--- src/rtl/opm_pkg.sv ---
package opm_pkg;

  localparam logic [5:0] ADDR_CFG   = 6'h00;
  localparam logic [5:0] ADDR_FACTA = 6'h08;
  localparam logic [5:0] ADDR_FACTB = 6'h10;
  localparam logic [5:0] ADDR_THR   = 6'h14;
  localparam logic [5:0] ADDR_DATA  = 6'h1C;
  localparam logic [5:0] ADDR_STAT  = 6'h20;
  localparam logic [5:0] ADDR_IEN   = 6'h24;
  localparam logic [5:0] ADDR_ICLR  = 6'h28;

  localparam int READY_BIT = 15;
  localparam logic [31:0] IEN_MASK = 32'h0000_0077;

  typedef enum logic [1:0] {
    ST_IDLE,
    ST_ARM,
    ST_COUNT
  } meas_state_e;

  // strobes from control to datapath
  typedef struct packed {
    logic openWin;
    logic countEn;
    logic closeWin;
    logic abortWin;
  } meas_strobe_t;

endpackage

--- src/rtl/opm_regs.sv ---
module opm_regs
  import opm_pkg::*;
#(
  parameter int CNT_W       = 16,
  parameter int STARTUP_CYC = 2000,
  parameter logic [15:0] FACT_FREQ  = 16'h1A2B,
  parameter logic [1:0]  FACT_TCODE = 2'd1,
  parameter logic [15:0] FACT_RAMP  = 16'h00C5
) (
  input  logic             clk,
  input  logic             rstN,
  input  logic             busSel,
  input  logic             busWr,
  input  logic [5:0]       busAddr,
  input  logic [31:0]      busWdata,
  output logic [31:0]      busRdata,
  input  logic [CNT_W-1:0] dataVal,
  output logic             cfgEn,
  output logic             cfgStart,
  output logic [3:0]       smpTime,
  output logic [6:0]       presc,
  output logic             ready
);

  localparam int TMR_W = $clog2(STARTUP_CYC + 1);
  localparam logic [TMR_W-1:0] TMR_LAST = TMR_W'(STARTUP_CYC - 1);

  logic [3:0]  trigSel;
  logic        refSel;
  logic        calOpt;
  logic [31:0] thrQ;
  logic [6:0]  ienQ;
  logic [TMR_W-1:0] tmr;
  logic        wrEn;

  assign wrEn = busSel && busWr;

  always_ff @(posedge clk or negedge rstN) begin
    if (!rstN) begin
      cfgEn    <= 1'b0;
      cfgStart <= 1'b0;
      trigSel  <= '0;
      smpTime  <= '0;
      refSel   <= 1'b0;
      calOpt   <= 1'b0;
      presc    <= '0;
      thrQ     <= '0;
      ienQ     <= '0;
    end else if (wrEn) begin
      case (busAddr)
        ADDR_CFG: begin
          cfgEn    <= busWdata[0];
          cfgStart <= busWdata[4];
          trigSel  <= busWdata[11:8];
          smpTime  <= busWdata[19:16];
          refSel   <= busWdata[20];
          calOpt   <= busWdata[21];
          presc    <= busWdata[30:24];
        end
        ADDR_THR: thrQ <= busWdata;
        ADDR_IEN: ienQ <= busWdata[6:0] & IEN_MASK[6:0];
        default: ;
      endcase
    end
  end

  // startup timer: ready comes up a fixed number of cycles after enable
  always_ff @(posedge clk or negedge rstN) begin
    if (!rstN) begin
      tmr   <= '0;
      ready <= 1'b0;
    end else if (!cfgEn) begin
      tmr   <= '0;
      ready <= 1'b0;
    end else if (!ready) begin
      if (tmr == TMR_LAST) ready <= 1'b1;
      else                 tmr   <= tmr + 1'b1;
    end
  end

  logic [31:0] cfgWord;
  always_comb begin
    cfgWord        = '0;
    cfgWord[0]     = cfgEn;
    cfgWord[4]     = cfgStart;
    cfgWord[11:8]  = trigSel;
    cfgWord[19:16] = smpTime;
    cfgWord[20]    = refSel;
    cfgWord[21]    = calOpt;
    cfgWord[30:24] = presc;
  end

  always_comb begin
    busRdata = '0;
    if (busSel) begin
      case (busAddr)
        ADDR_CFG:   busRdata = cfgWord;
        ADDR_FACTA: busRdata = {14'b0, FACT_TCODE, FACT_FREQ};
        ADDR_FACTB: busRdata = {16'b0, FACT_RAMP};
        ADDR_THR:   busRdata = thrQ;
        ADDR_DATA:  busRdata = 32'(dataVal);
        ADDR_STAT:  busRdata = 32'(ready) << READY_BIT;
        ADDR_IEN:   busRdata = {25'b0, ienQ};
        default:    busRdata = '0;
      endcase
    end
  end

endmodule

--- src/rtl/opm_ctrl.sv ---
module opm_ctrl
  import opm_pkg::*;
(
  input  logic         clk,
  input  logic         rstN,
  input  logic         cfgEn,
  input  logic         cfgStart,
  input  logic         ready,
  input  logic         oscRise,
  input  logic         lastEdge,
  output meas_strobe_t strb
);

  meas_state_e state, stateNext;
  logic run;

  assign run = cfgEn && cfgStart && ready;

  always_comb begin
    stateNext = state;
    strb      = '0;
    case (state)
      ST_IDLE: if (run) stateNext = ST_ARM;
      ST_ARM: begin
        if (!run) stateNext = ST_IDLE;
        else if (oscRise) begin
          strb.openWin = 1'b1;
          stateNext    = ST_COUNT;
        end
      end
      ST_COUNT: begin
        if (!run) begin
          strb.abortWin = 1'b1;
          stateNext     = ST_IDLE;
        end else begin
          strb.countEn = 1'b1;
          // closing edge doubles as the opening edge of the next window
          if (lastEdge) strb.closeWin = 1'b1;
        end
      end
      default: stateNext = ST_IDLE;
    endcase
  end

  always_ff @(posedge clk or negedge rstN) begin
    if (!rstN) state <= ST_IDLE;
    else       state <= stateNext;
  end

endmodule

--- src/rtl/opm_datapath.sv ---
module opm_datapath
  import opm_pkg::*;
#(
  parameter int CNT_W       = 16,
  parameter int SYNC_STAGES = 2
) (
  input  logic             clk,
  input  logic             rstN,
  input  logic             oscIn,
  input  logic [3:0]       smpTime,
  input  logic [6:0]       presc,
  input  meas_strobe_t     strb,
  output logic             oscRise,
  output logic             lastEdge,
  output logic [CNT_W-1:0] dataVal
);

  localparam logic [CNT_W-1:0] CNT_MAX = {CNT_W{1'b1}};

  // synchroniser chain plus one history flop for edge detection
  logic [SYNC_STAGES:0] syncQ;

  always_ff @(posedge clk or negedge rstN) begin
    if (!rstN) syncQ <= '0;
    else       syncQ <= {syncQ[SYNC_STAGES-1:0], oscIn};
  end

  assign oscRise = syncQ[SYNC_STAGES-1] && !syncQ[SYNC_STAGES];

  logic [3:0] perTarget;
  logic [3:0] perCnt;
  logic [6:0] divLim;
  logic [6:0] divCnt;
  logic       tick;
  logic [CNT_W-1:0] cycCnt, cycNext;

  assign perTarget = (smpTime == 4'd0) ? 4'd1 : smpTime;
  assign divLim    = (presc == 7'd0) ? 7'd1 : presc;
  assign tick      = (divCnt == divLim - 7'd1);
  assign lastEdge  = oscRise && (perCnt == perTarget - 4'd1);
  assign cycNext   = (tick && cycCnt != CNT_MAX) ? cycCnt + 1'b1 : cycCnt;

  always_ff @(posedge clk or negedge rstN) begin
    if (!rstN) begin
      cycCnt  <= '0;
      perCnt  <= '0;
      divCnt  <= '0;
      dataVal <= '0;
    end else if (strb.openWin || strb.closeWin) begin
      cycCnt <= '0;
      perCnt <= '0;
      divCnt <= '0;
      if (strb.closeWin) dataVal <= cycNext;
    end else if (strb.countEn) begin
      cycCnt <= cycNext;
      divCnt <= tick ? 7'd0 : divCnt + 7'd1;
      if (oscRise) perCnt <= perCnt + 4'd1;
    end
  end

endmodule

--- src/rtl/osc_period_meter.sv ---
module osc_period_meter
  import opm_pkg::*;
#(
  parameter int CNT_W       = 16,
  parameter int SYNC_STAGES = 2,
  parameter int STARTUP_CYC = 2000,
  parameter logic [15:0] FACT_FREQ  = 16'h1A2B,
  parameter logic [1:0]  FACT_TCODE = 2'd1,
  parameter logic [15:0] FACT_RAMP  = 16'h00C5
) (
  input  logic        clk,
  input  logic        rstN,
  input  logic        busSel,
  input  logic        busWr,
  input  logic [5:0]  busAddr,
  input  logic [31:0] busWdata,
  output logic [31:0] busRdata,
  input  logic        oscIn
);

  logic             cfgEn, cfgStart, ready;
  logic [3:0]       smpTime;
  logic [6:0]       presc;
  logic             oscRise, lastEdge;
  logic [CNT_W-1:0] dataVal;
  meas_strobe_t     strb;

  opm_regs #(
    .CNT_W(CNT_W), .STARTUP_CYC(STARTUP_CYC),
    .FACT_FREQ(FACT_FREQ), .FACT_TCODE(FACT_TCODE), .FACT_RAMP(FACT_RAMP)
  ) regs_i (
    .clk(clk), .rstN(rstN), .busSel(busSel), .busWr(busWr),
    .busAddr(busAddr), .busWdata(busWdata), .busRdata(busRdata),
    .dataVal(dataVal), .cfgEn(cfgEn), .cfgStart(cfgStart),
    .smpTime(smpTime), .presc(presc), .ready(ready)
  );

  opm_ctrl ctrl_i (
    .clk(clk), .rstN(rstN), .cfgEn(cfgEn), .cfgStart(cfgStart),
    .ready(ready), .oscRise(oscRise), .lastEdge(lastEdge), .strb(strb)
  );

  opm_datapath #(.CNT_W(CNT_W), .SYNC_STAGES(SYNC_STAGES)) dp_i (
    .clk(clk), .rstN(rstN), .oscIn(oscIn), .smpTime(smpTime),
    .presc(presc), .strb(strb), .oscRise(oscRise),
    .lastEdge(lastEdge), .dataVal(dataVal)
  );

endmodule

--- config.mk ---
export PLATFORM = sky130hd
export DESIGN_NAME = osc_period_meter
export DESIGN_NICKNAME = d
export VERILOG_FILES = /design/src/rtl/opm_pkg.sv /design/src/rtl/opm_regs.sv /design/src/rtl/opm_ctrl.sv /design/src/rtl/opm_datapath.sv /design/src/rtl/osc_period_meter.sv
export SDC_FILE = /design/constraint.sdc
export NUM_CORES = 1
export LEC_CHECK = 0
export ABC_AREA = 1
export BUFFER_PORTS_ARGS = -buffer_cell sky130_fd_sc_hd__clkbuf_2
export CORE_AREA = 2 2 130 132
export CTS_CLUSTER_DIAMETER = 150
export CTS_CLUSTER_SIZE = 8
export DETAILED_ROUTE_END_ITERATION = 6
export DIE_AREA = 0 0 132 134
export GPL_ROUTABILITY_DRIVEN = 0
export RECOVER_POWER = 100
export SYNTH_ARGS = -nofsm -noshare
export SYNTH_HDL_FRONTEND = slang
export SYNTH_SLANG_ARGS = --single-unit
--- constraint.sdc ---
create_clock -name clk -period 3.2 [get_ports clk]
set_input_delay 0.64 -clock clk [delete_from_list [all_inputs] [get_ports clk]]
set_output_delay 0.64 -clock clk [all_outputs]
set_load 0.1 [all_outputs]
# --- Yosys cells after proc, flatten, opt, wreduce, memory -nomap -nowiden ---
# Cells that the tools add are included.
classes:
  n_addsub: 6
  n_eq_ne: 17
  mux: 31
  reduce_logical: 21
op_table:
  columns: ["op", "n"]
  rows:
  - ["$pmux W32 S7", 1]
  - ["$mux W16", 3]
  - ["$mux W11", 3]
  - ["$mux W32", 1]
  - ["$mux W7", 4]
  - ["$eq A6 B5 Y1 const B", 3]
  - ["$add A16 B1 Y16 const B", 1]
  - ["$mux W4", 4]
  - ["$ne A16 B16 Y1 const B", 1]
  - ["$eq A6 B6 Y1 const B", 2]
  - ["$reduce_and A2 Y1", 6]
  - ["$add A11 B1 Y11 const B", 1]
  - ["$eq A11 B11 Y1 const B", 1]
  - ["$mux W2", 5]
  - ["$mux W1", 8]
  - ["$add A7 B1 Y7 const B", 1]
  - ["$eq A7 B7 Y1", 1]
  - ["$logic_not A7 Y1", 1]
  - ["$sub A7 B1 Y7 const B", 1]
  - ["$eq A6 B4 Y1 const B", 1]
  - ["$logic_and A1 B1 Y1", 6]
  - ["$logic_not A6 Y1", 1]
  - ["$ne A2 B2 Y1 const B", 3]
  - ["$pmux W2 S3", 1]
  - ["other kinds (14)", 15]
word_totals:
  ff_bits: 117
  out_inout_bits: 32

# --- Depth between registers and ports, before layout ---
# Gate-level depths: netlist of run 1.
depth:
  word_depth: 11
  mapped_depth: 20
  mapped_depth_nobuf: 18

# --- By module ---
# Synthesis of run 1 repeated with hierarchy kept, for this count alone.
hier_totals:
  hier_cells: 933
  area_unflattened_um2: 6847.8
modules_own_cells:
  columns: ["mod", "n_inst", "cells_per_inst", "area_per_inst_um2"]
  rows:
  - ["opm_regs", 1, 504, 3782.4]
  - ["opm_datapath", 1, 407, 2931.6]
  - ["opm_ctrl", 1, 22, 133.9]

# --- Least setup slack after synthesis of run 1 ---
# Ideal clock, no wire load.
synth_path:
  path_kind: "in2out"
  from: "in busAddr[1]"
  to: "out busRdata[13]"
  arrival_time_ns: 3.687
  setup_slack_ns: -1.127
  stages: 8
  n_path_buf: 1
  cell_sequence: "nor2_2 -> nand2_1 -> nor2_1 -> nand2_1 -> inv_1 -> clkbuf_1 -> nand2_1 -> o21ai_0"
synth_via:
  elab_chain_cells: 3
synth_rtl:
  columns: ["item", "line", "rtl"]
  rows:
  - ["start, declared", "osc_period_meter.sv:15", "input logic [5:0] busAddr,"]
  - ["$eq A6 B6 Y1, or another cell as far along", "opm_regs.sv:96", "case (busAddr)"]
  - ["$pmux W32 S7 (*)", "opm_regs.sv:96", null]
  - ["$mux W32 (*)", "opm_regs.sv:95", "if (busSel) begin"]
  - ["end, declared", "osc_period_meter.sv:17", "output logic [31:0] busRdata,"]
# Every way passes the cells marked *; elsewhere a longest branch is shown, timed or not.

# --- Final worst setup path of run 1 ---
layout_path:
  from: "in busAddr[1]"
  to: "out busRdata[26]"
# The elaborated chain is that of the path after synthesis.

==> results of run 1 <==
==> flip-flops by register name, summed over array words and instances, names as in the netlist, 6 cells and up <==
name          flops
regs_i.tmr       11
regs_i.presc      7
regs_i.ienQ       6
dp_i.divCnt       7
dp_i.cycCnt      16
dp_i.dataVal     16
regs_i.thrQ      32
==> per-layer routing <==
layer  track usage (%)  vias up  wire, µm
met5                 0        -         0
met4              6.88        0       248
met3              4.35       20       685
met2              32.9      128      7940
met1              26.9     2667      8000
li1                  -     2877         -
==> power breakdown <==
group	internal [mW]	switching, mW	total, mW
sequential	1.55	0.0454	1.59
combinational	0.147	0.312	0.459
clock	1.35	0.665	2.02
==> cell usage after synthesis, types with 4 or more instances <==
cell type	count	area share [%]
buf_2	10	0.78
xnor2_1	9	1.2
nand2_1	257	15
nand2_2	4	0.39
nand4_1	26	2.5
a31oi_1	5	0.49
a21oi_1	19	1.5
a221oi_1	6	0.82
inv_2	10	0.59
dfrtp_1	117	46
o31ai_1	4	0.47
xor2_1	20	2.7
o21ai_0	37	2.9
nand3_1	57	4.4
a22oi_1	11	1.3
clkbuf_1	18	1.1
o21ai_1	24	1.9
nor3_1	13	1.0
nor2_1	57	3.3
mux2_1	6	1.1
mux2_2	4	0.70
inv_1	89	5.2
ha_1	6	1.2
==> kinds of logic after synthesis <==
group           synth area share, %
compound gates                 9.95
buf+inv                        8.27
xor+xnor                       3.96
fa+ha+maj                      1.17
flops                          45.6
mux                            1.76
simple gates                   29.3
==> path summary, 6_finish.rpt <==
kind / depth (start not counted) / start / endpoint / slack (ns)
setup / recovery: 10 / busAddr[1] / busRdata[26] / 0.24
setup reg to reg: 16 / regs_i.presc[2] / dp_i.cycCnt[12] / 0.42
max in group asynchronous: 2 / rstN / regs_i.calOpt / 0.86
hold reg to reg: 0 / dp_i.syncQ[0] / dp_i.syncQ[1] / 0.35
hold / removal: 1 / oscIn / dp_i.syncQ[0] / 0.33
min in group asynchronous: 1 / rstN / dp_i.cycCnt[14] / 0.49
==> area by class of cell <==
| cell class | instances | area (µm²) | share of cell area (%) |
|---|---|---|---|
| Clock buffer | 21 | 470 | 5.94 |
| Clock inverter | 9 | 151 | 1.91 |
| Inverter | 100 | 375 | 4.74 |
| Multi-Input combinational cell | 586 | 3030 | 38.2 |
| Sequential cell | 117 | 2930 | 36.9 |
| Tap cell | 220 | 275 | 3.47 |
| Timing Repair Buffer | 91 | 698 | 8.81 |
==> metrics by stage <==
stage / util (%) / setup TNS (ns) / std cells / hold WS (ns) / setup WS (ns)
2_1_floorplan: - / -3.09 / 836 / 0.331 / -0.490
3_3_place_gp: 46.8 / 0 / 1114 / 0.335 / 0.227
3_5_place_dp: 46.8 / 0 / 1114 / 0.342 / 0.219
4_1_cts: 50.6 / 0 / 1144 / 0.285 / 0.213
5_1_grt: 48.7 / 0 / 1144 / 0.321 / 0.0331
6_report: 48.7 / 0 / 1144 / 0.331 / 0.236
==> Flow_metrics.wiki, run 1 <==
{| class="wikitable"
! Metric !! Value
|-
| Final worst path period share || around 90%
|-
| Area enclosed by the die boundary || between 0.015 and 0.02 mm²
|-
| Count of different cell masters after synthesis || 42
|-
| Flip-flop and latch count after synthesis || 117
|-
| Post-synthesis sequential area ratio || between 40 and 50%
|-
| Quantity of gates resized following cts || 0
|-
| Total non-filler cell area in the finished layout || about 0.008 mm²
|-
| PortBufs || 74
|-
| Critical Path Source Type || primary input
|-
| Net count after synthesis || 885
|-
| # DRC || 0
|-
| Starting utilization of the core area || 39.4%
|-
| Share of async-settable or async-resettable flops after synthesis || 100%
|-
| Buffer cell driving the clock tree root || clkbuf_16
|-
| Clock latency on the worst-skew pair || roughly 0.42 ns
|-
| Core footprint || 0.0163 mm²
|-
| Row count || 47
|-
| Setup repair after global routing missed its margin || no
|-
| TritonCTS clock tree || built
|-
| Clock Sink Count || 117
|-
| CP peak stage delay || approximately 0.32 ns
|-
| Most used DFF post-synth || dfrtp_1
|-
| Vias post-DR || roughly 5.7k
|-
| Routed length per placed instance || 14.7 µm
|-
| Top-level I/O count || 75
|-
| Antenna-violating nets left || 0
|-
| Critical Setup Path Class || in2out
|-
| Netlist area before placement || 0.00641 mm²
|-
| Number of fill cells in the layout || 1625
|-
| Overall routed net length || 16900 µm
|-
| Hold violation count in the final report || 0
|-
| Detailed-placement wirelength estimate || 12100 µm
|-
| Vert. Die Dim || 134 µm
|-
| Relative slew margins || -4.45%
|-
| Number of iterations in the first detailed-routing pass || 5
|-
| Global-route wire length before repair || 28400 µm
|-
| Most used cells in the layout excluding fill and tap cells || 259 x nand2_1, 117 x dfrtp_1, 92 x inv_1
|-
| Layout cells sized above 1 || 16.2%
|-
| Largest net degree at the start of global routing || slightly above 50
|-
| Via count normalized by instance count || 4.98
|-
| Count of buffers added by post-CTS timing repair for setup || 0
|-
| P_leak || 3.92 nW
|-
| Synthesis warning total || 0
|-
| Setup Skew || between 0.005 and 0.006 ns
|-
| Slowest cell on the critical path || nor2_1
|-
| Placement-stage cell area || 0.00763 mm²
|-
| Worst Setup End Kind || output pin
|-
| Vias in the first global route || about 5.6k
|-
| EDFF count, synth || 0
|-
| Diodes inserted || 0
|-
| Clock input transition at the sequential cells of the worst setup and hold paths || ~0.05 ns
|-
| Arrival time at the worst endpoint || 2.32 ns
|-
| Class of the worst hold path || in2reg
|-
| NumNets Final || 962
|-
| Number of buffers added by the clock tree synthesis step || 17
|-
| Layout overhead on the synthesized area || 23.5%
|-
| Mapped Avg Cell Area || 7.67 µm²
|-
| Congestion Overflow GR || 0
|-
| Initial antenna violation count || 0
|-
| Minimum clock period after layout || 2.96 ns
|-
| Data required time of the worst path || 2.56 ns
|-
| P per Cell Area || 513 mW/mm²
|-
| Pwr Total || 4.07 mW
|-
| Total number of H-tree levels || 4
|-
| Violations in the final reports || max-capacitance violations, max-slew violations
|-
| Number of pins exceeding their max-slew limit in the final report || 39
|-
| Critical path buffer and inverter count || 4
|-
| Gate Count Post-Synth || around 840
|-
| CP max FO || 14
|-
| Critical-path cell list || clkbuf_2 > nor2_2 > nand2_1 > nor2_1 > nand2_1 > inv_2 > buf_12 > a22oi_1 > nor2_1 > buf_12
|-
| CTS Buffer Depth || 2
|-
| Worst-Margin Slew || 1.57 ns
|-
| Hold Buf Count CTS || 0
|-
| Highest clock rate || 0.337 GHz
|-
| Violation count after the first detailed-routing iteration || 343
|-
| Total setup violations reported at the end of the flow || 0
|-
| Total GRT Usage || 20.2%
|-
| DIE WIDTH || 132 µm
|-
| Max capacitance violation total || 1
|-
| Status || finished, violations left
|-
| Gate family responsible for the most delay along the worst path || simple AND/OR/NAND/NOR gates
|-
| IR drop worst, VDD || 363 µV
|-
| Commonest non-fill, non-tap cell in the layout || nand2_1
|}
Power figures use the tool's default switching activity.
==> inputs of run 2 (changes only) <==
==> constraint.sdc (replaced) <==
create_clock -name clk -period 3.7 [get_ports clk]
set_input_delay 0.74 -clock clk [delete_from_list [all_inputs] [get_ports clk]]
set_output_delay 0.74 -clock clk [all_outputs]
set_load 0.1 [all_outputs]
==> Flow_metrics.wiki, run 2 (synthesis gave the netlist of run 1 again) <==
{| class="wikitable"
! Metric !! Value
|-
| Status || finished, violations left (unchanged)
|-
| Violations in the final reports || max-capacitance violations, max-slew violations (unchanged)
|-
| PortBufs || 74 (unchanged)
|-
| Area enclosed by the die boundary || 0.0177 mm² (unchanged)
|-
| Clock Sink Count || 117 (unchanged)
|-
| Data required time of the worst path || 2.96 ns (was 2.56 ns)
|-
| Count of buffers added by post-CTS timing repair for setup || 0 (unchanged)
|-
| Most used cells in the layout excluding fill and tap cells || 259 x nand2_1, 117 x dfrtp_1, 92 x inv_1 (unchanged)
|-
| Clock latency on the worst-skew pair || 0.42 ns (about the same)
|-
| Total setup violations reported at the end of the flow || 0 (unchanged)
|-
| CTS Buffer Depth || 2 (unchanged)
|-
| NumNets Final || 954 (was 962)
|-
| Layout cells sized above 1 || 15.5% (was 16.2%)
|-
| Largest regs || regs_i.thrQ x32, dp_i.cycCnt x16, dp_i.dataVal x16 (unchanged)
|-
| Total non-filler cell area in the finished layout || 0.00767 mm² (was 0.00793 mm²)
|-
| CP max FO || 9 (was 14)
|-
| Row count || 47 (unchanged)
|-
| Number of fill cells in the layout || 1642 (was 1625)
|-
| Routed length per placed instance || 14.2 µm (was 14.7 µm)
|-
| Largest net degree at the start of global routing || 118 (was 51)
|-
| Via count normalized by instance count || 4.91 (was 4.98)
|-
| DIE WIDTH || 132 µm (unchanged)
|-
| Critical Setup Path Class || in2out (unchanged)
|-
| P_leak || 3.84 nW (was 3.92 nW)
|-
| Critical Path Source Type || primary input (unchanged)
|-
| Setup Skew || 0.00614 ns (was 0.00595 ns)
|-
| Hold Buf Count CTS || 0 (unchanged)
|-
| Layout overhead on the synthesized area || 19.6% (was 23.5%)
|-
| GR Layer Usage met1 || 26.7% (was 26.9%)
|-
| Worst-Margin Slew || 2.59 ns (was 1.57 ns)
|-
| Number of pins exceeding their max-slew limit in the final report || 118 (was 39)
|-
| Number of buffers added by the clock tree synthesis step || 17 (unchanged)
|-
| Diodes inserted || 0 (unchanged)
|-
| Congestion Overflow GR || 0 (unchanged)
|-
| Worst Setup End Kind || output pin (unchanged)
|-
| Hold violation count in the final report || 0 (unchanged)
|-
| Highest clock rate || 0.289 GHz
|-
| Most crowded layer after global routing || met2 (unchanged)
|-
| Detailed-placement wirelength estimate || 11400 µm (was 12100 µm)
|-
| Vert. Die Dim || 134 µm (unchanged)
|-
| TritonCTS clock tree || built (unchanged)
|-
| Antenna-violating nets left || 0 (unchanged)
|-
| Vias in the first global route || 5320 (was 5600)
|-
| Layout Cells excl Fill || 1138 (was 1144)
|-
| Global-route wire length before repair || 27100 µm (was 28400 µm)
|-
| Starting utilization of the core area || 39.4% (unchanged)
|-
| Class of the worst hold path || reg2reg (was in2reg)
|-
| Final core utilization || 47.1% (was 48.7%)
|-
| Violation count after the first detailed-routing iteration || 310 (was 343)
|-
| Final worst path period share || 93.4%
|-
| Placement-stage cell area || 0.00727 mm² (was 0.00763 mm²)
|-
| Max capacitance violation total || 1 (unchanged)
|-
| Minimum clock period after layout || 3.45 ns
|-
| Max reg flops || 32 (unchanged)
|-
| Register with the highest flop count || regs_i.thrQ (unchanged)
|-
| # DRC || 0 (unchanged)
|-
| Total number of H-tree levels || 4 (unchanged)
|-
| Core footprint || 0.0163 mm² (unchanged)
|-
| Total GRT Usage || 19.3% (was 20.2%)
|-
| Cell Count Post-Placement || 1106 (was 1114)
|-
| Relative slew margins || -72.3% (was -4.45%)
|-
| Quantity of gates resized following cts || 0 (unchanged)
|-
| Commonest non-fill, non-tap cell in the layout || nand2_1 (unchanged)
|-
| Initial antenna violation count || 0 (unchanged)
|-
| Arrival time at the worst endpoint || 2.71 ns (was 2.32 ns)
|-
| Vias post-DR || 5586 (was 5692)
|-
| Number of iterations in the first detailed-routing pass || 7 (was 5)
|-
| Setup repair after global routing missed its margin || no (unchanged)
|-
| Overall routed net length || 16100 µm (was 16900 µm)
|-
| P per Cell Area || 437 mW/mm² (was 513 mW/mm²)
|-
| Clock input transition at the sequential cells of the worst setup and hold paths || 0.05 ns (about the same)
|-
| M3 GR Usage || 4.57% (was 4.35%)
|-
| IR drop worst, VDD || 348 µV (was 363 µV)
|-
| Top-level I/O count || 75 (unchanged)
|-
| Buffer cell driving the clock tree root || clkbuf_16 (unchanged)
|-
| Met2 track utilization from global routing || 30.5% (was 32.9%)
|}
run 2: changes by cell type in the layout (fill, tap and decap cells not counted), sizes merged:
cell	before	now
buf	24	16
clkinvlp	1	3
bufinv	4	2
clkbuf	88	86
clkinv	5	10
inv	99	98
run 2: power by group:
group / internal [mW] / leakage [nW] / switching, mW / total, mW
registers: 1.34 / 1.57 / 0.0403 / 1.38
clock network: 1.00 / 0.278 / 0.597 / 1.60
logic: 0.117 / 1.99 / 0.256 / 0.374
run 2: worst paths after layout:
kind	startpoint	endpoint	slack [ns]	cells after the start
min in group asynchronous	rstN	regs_i.tmr[8]	1.19	2
setup reg to reg	regs_i.presc[4]	dp_i.dataVal[5]	0.76	16
max in group asynchronous	rstN	regs_i.thrQ[15]	0.92	2
hold / removal	dp_i.syncQ[0]	dp_i.syncQ[1]	0.36	0
hold reg to reg	dp_i.syncQ[0]	dp_i.syncQ[1]	0.36	0
setup / recovery	busAddr[4]	busRdata[19]	0.25	11
run 2: worst max-delay path: stages:
cell and delay, ns:
clkbuf_2 0.10, inv_1 0.06, nor2_1 0.15, nand3_1 0.20, nand2_1 0.12, inv_1 0.05
nand3_1 0.08, nand2_1 0.12, buf_4 0.22, o31ai_1 0.62, buf_12 0.26
run 2: final cells by class:
cell class / instances / area (µm²) / area share, %
clock inverters: 13 / 134 / 1.75
multi-input cells: 586 / 2980 / 38.8
clock buffers: 19 / 443 / 5.77
repair buffers: 83 / 538 / 7.01
inverters: 100 / 375 / 4.89
flip-flops and latches: 117 / 2930 / 38.2
well taps: 220 / 275 / 3.59
run 2: per-layer routing:
metal	wire, µm	part of all wire, %
met1	8030	50
met2	7330	45
met3	576	3.6
met4	215	1.3
met5	0	0
run 2: through the flow:
step	power, mW	setup slack [ns]	hold slack (ns)	TNS (ns)
4_1_cts	3.41	0.374	0.363	0
5_1_grt	3.51	0.0931	0.372	0
3_3_place_gp	1.79	0.423	0.339	0
2_1_floorplan	1.68	-0.159	0.331	-0.550
6_report	3.35	0.245	0.356	0
3_5_place_dp	1.79	0.378	0.350	0
==> inputs of run 3 (changes only) <==
==> constraint.sdc (replaced) <==
create_clock -name clk -period 3.12 [get_ports clk]
set_input_delay 0.624 -clock clk [delete_from_list [all_inputs] [get_ports clk]]
set_output_delay 0.624 -clock clk [all_outputs]
set_load 0.1 [all_outputs]
==> Flow_metrics.wiki, run 3 (synthesis gave the netlist of run 1 again) <==
{| class="wikitable"
! Metric !! Value
|-
| Core footprint || 0.0163 mm² (unchanged)
|-
| Critical Path Source Type || primary input (unchanged)
|-
| Status || finished, violations left (unchanged)
|-
| Most used cells in the layout excluding fill and tap cells || 259 x nand2_1, 117 x dfrtp_1, 91 x inv_1 (was 259 x nand2_1, 117 x dfrtp_1, 92 x inv_1)
|-
| Routed length per placed instance || 14.3 µm (was 14.2 µm)
|-
| Hold Buf Count CTS || 0 (unchanged)
|-
| CP max FO || 23 (was 9)
|-
| Quantity of gates resized following cts || 0 (unchanged)
|-
| Register with the highest flop count || regs_i.thrQ (unchanged)
|-
| Setup repair after global routing missed its margin || no (unchanged)
|-
| P per Cell Area || 531 mW/mm² (was 437 mW/mm²)
|-
| PortBufs || 74 (unchanged)
|-
| R2r endpoint || dp_i.dataVal[12] (was dp_i.dataVal[5])
|-
| Clock latency on the worst-skew pair || 0.42 ns (about the same)
|-
| Setup ws final || 0.202 ns (was 0.245 ns)
|-
| Switching power summed over all nets || 1.11 mW (was 0.894 mW)
|-
| Critical Setup Path Class || in2out (unchanged)
|-
| Violations in the final reports || max-capacitance violations, max-slew violations (unchanged)
|-
| TritonCTS clock tree || built (unchanged)
|-
| Overall routed net length || 16400 µm (was 16100 µm)
|-
| Hold violation count in the final report || 0 (unchanged)
|-
| NumNets Final || 961 (was 954)
|-
| Worst hold path stage count || 1 (was 0)
|-
| Total GRT Usage || 19.7% (was 19.3%)
|-
| Relative slew margins || -6.90% (was -72.3%)
|-
| Total number of H-tree levels || 4 (unchanged)
|-
| Vias post-DR || 5651 (was 5586)
|-
| Worst Setup End Kind || output pin (unchanged)
|-
| P_leak || 3.92 nW (was 3.84 nW)
|-
| Number of iterations in the first detailed-routing pass || 5 (was 7)
|-
| Commonest non-fill, non-tap cell in the layout || nand2_1 (unchanged)
|-
| Largest net degree at the start of global routing || 118 (unchanged)
|-
| Largest regs || regs_i.thrQ x32, dp_i.cycCnt x16, dp_i.dataVal x16 (unchanged)
|-
| Clock Sink Count || 117 (unchanged)
|-
| Starting utilization of the core area || 39.4% (unchanged)
|-
| Number of pins exceeding their max-slew limit in the final report || 118 (unchanged)
|-
| Vert. Die Dim || 134 µm (unchanged)
|-
| Top-level I/O count || 75 (unchanged)
|-
| Startpoint of the worst hold path || oscIn (was dp_i.syncQ[0])
|-
| Setup slack of the most critical reg-to-reg path || 0.36 ns (was 0.76 ns)
|-
| Worst Reg-to-Reg Cells || 16 (unchanged)
|-
| Minimum clock period after layout || 2.92 ns
|-
| Area enclosed by the die boundary || 0.0177 mm² (unchanged)
|-
| Via count normalized by instance count || 4.93 (was 4.91)
|-
| Antenna-violating nets left || 0 (unchanged)
|-
| Layout overhead on the synthesized area || 24.2% (was 19.6%)
|-
| # DRC || 0 (unchanged)
|-
| Total setup violations reported at the end of the flow || 0 (unchanged)
|-
| Startpoint of the lowest-slack register-to-register path || regs_i.presc[4] (unchanged)
|-
| Max capacitance violation total || 1 (unchanged)
|-
| Buffer cell driving the clock tree root || clkbuf_16 (unchanged)
|-
| Pwr Total || 4.23 mW (was 3.35 mW)
|-
| Internal Pwr Total || 3.13 mW (was 2.46 mW)
|-
| Global-route wire length before repair || 28000 µm (was 27100 µm)
|-
| Worst-Margin Slew || 1.60 ns (was 2.59 ns)
|-
| Violation count after the first detailed-routing iteration || 298 (was 310)
|-
| Initial antenna violation count || 1 (was 0)
|-
| Arrival time at the worst endpoint || 2.29 ns (was 2.71 ns)
|-
| Combinational group share of total power || 10.9% (was 11.2%)
|-
| Count of buffers added by post-CTS timing repair for setup || 0 (unchanged)
|-
| Data required time of the worst path || 2.50 ns (was 2.96 ns)
|-
| Congestion Overflow GR || 0 (unchanged)
|-
| Proportion of total power due to net switching || 26.2% (was 26.7%)
|-
| Class of the worst hold path || in2reg (was reg2reg)
|-
| Vias in the first global route || 5451 (was 5320)
|-
| CTS Buffer Depth || 2 (unchanged)
|-
| Clock input transition at the sequential cells of the worst setup and hold paths || 0.05 ns (about the same)
|-
| Detailed-placement wirelength estimate || 11800 µm (was 11400 µm)
|-
| Endpoint of the worst hold-timing path || dp_i.syncQ[0] (was dp_i.syncQ[1])
|-
| Sequential share of power || 38.6% (was 41.1%)
|-
| Final worst path period share || just over 90%
|-
| Row count || 47 (unchanged)
|-
| Highest clock rate || 0.343 GHz
|-
| DP Worst Slack || 0.176 ns (was 0.378 ns)
|-
| IR drop worst, VDD || 380 µV (was 348 µV)
|-
| Max reg flops || 32 (unchanged)
|-
| Number of buffers added by the clock tree synthesis step || 17 (unchanged)
|-
| Clock group share of total power || 50.5% (was 47.7%)
|-
| DIE WIDTH || 132 µm (unchanged)
|-
| Setup Skew || 0.00765 ns (was 0.00614 ns)
|-
| Layout cells sized above 1 || 17.3% (was 15.5%)
|}
## run 3: power groups by stage
stage               Sequential [mW]  Clock (mW)  Combinational, mW
global placement               1.66           0              0.470
finish                         1.63        2.14              0.460
detailed placement             1.66           0              0.477
CTS                            1.63        2.16              0.480
global route                   1.64        2.24              0.522
floorplan                      1.64           0              0.349
## run 3: worst max path at each step
stage / start / end / depth (start not counted)
floorplan: busAddr[1] / busRdata[0] / 8
global placement: busAddr[1] / busRdata[6] / 9
detailed placement: busAddr[1] / busRdata[2] / 9
CTS: busAddr[1] / busRdata[2] / 9
global route: regs_i.presc[4] / dp_i.cycCnt[7] / 16
finish: busAddr[1] / busRdata[11] / 9
## run 3: layout make-up
type,instances,area [µm²]
well taps,220,275
multi-input cells,586,3050
clock inverters,13,194
inverters,100,377
flip-flops and latches,117,2930
diodes,1,2.50
fillers,1576,8320
repair buffers,90,694
clock buffers,19,453
## run 3: metal layers
layer / part of all wire (%) / GRT usage, % / routed length [µm] / up-vias
li1: - / - / - / 2871
met1: 48 / 26.8 / 7930 / 2656
met2: 46 / 31.7 / 7580 / 111
met3: 4.4 / 4.69 / 719 / 13
met4: 1.2 / 5.13 / 197 / 0
met5: 0 / 0 / 0 / -
## run 3: critical path, cell delays in order
cell and delay (ns):
clkbuf_2 0.08, nor2_2 0.20, nand2_1 0.10, nor2_1 0.13, nand2_1 0.13, clkinv_2 0.32
nand2_1 0.17, a31oi_4 0.20, clkbuf_4 0.35
## run 3: per-stage QoR
stage	hold WS, ns	TNS, ns	util, %	area (µm²)	std cells
CTS	0.306	0	50.8	8270	1145
detailed placement	0.337	0	46.8	7620	1113
global placement	0.335	0	46.8	7620	1113
global route	0.304	0	48.9	7970	1145
floorplan	0.328	-4.20	-	6520	836
finish	0.317	0	48.9	7970	1146
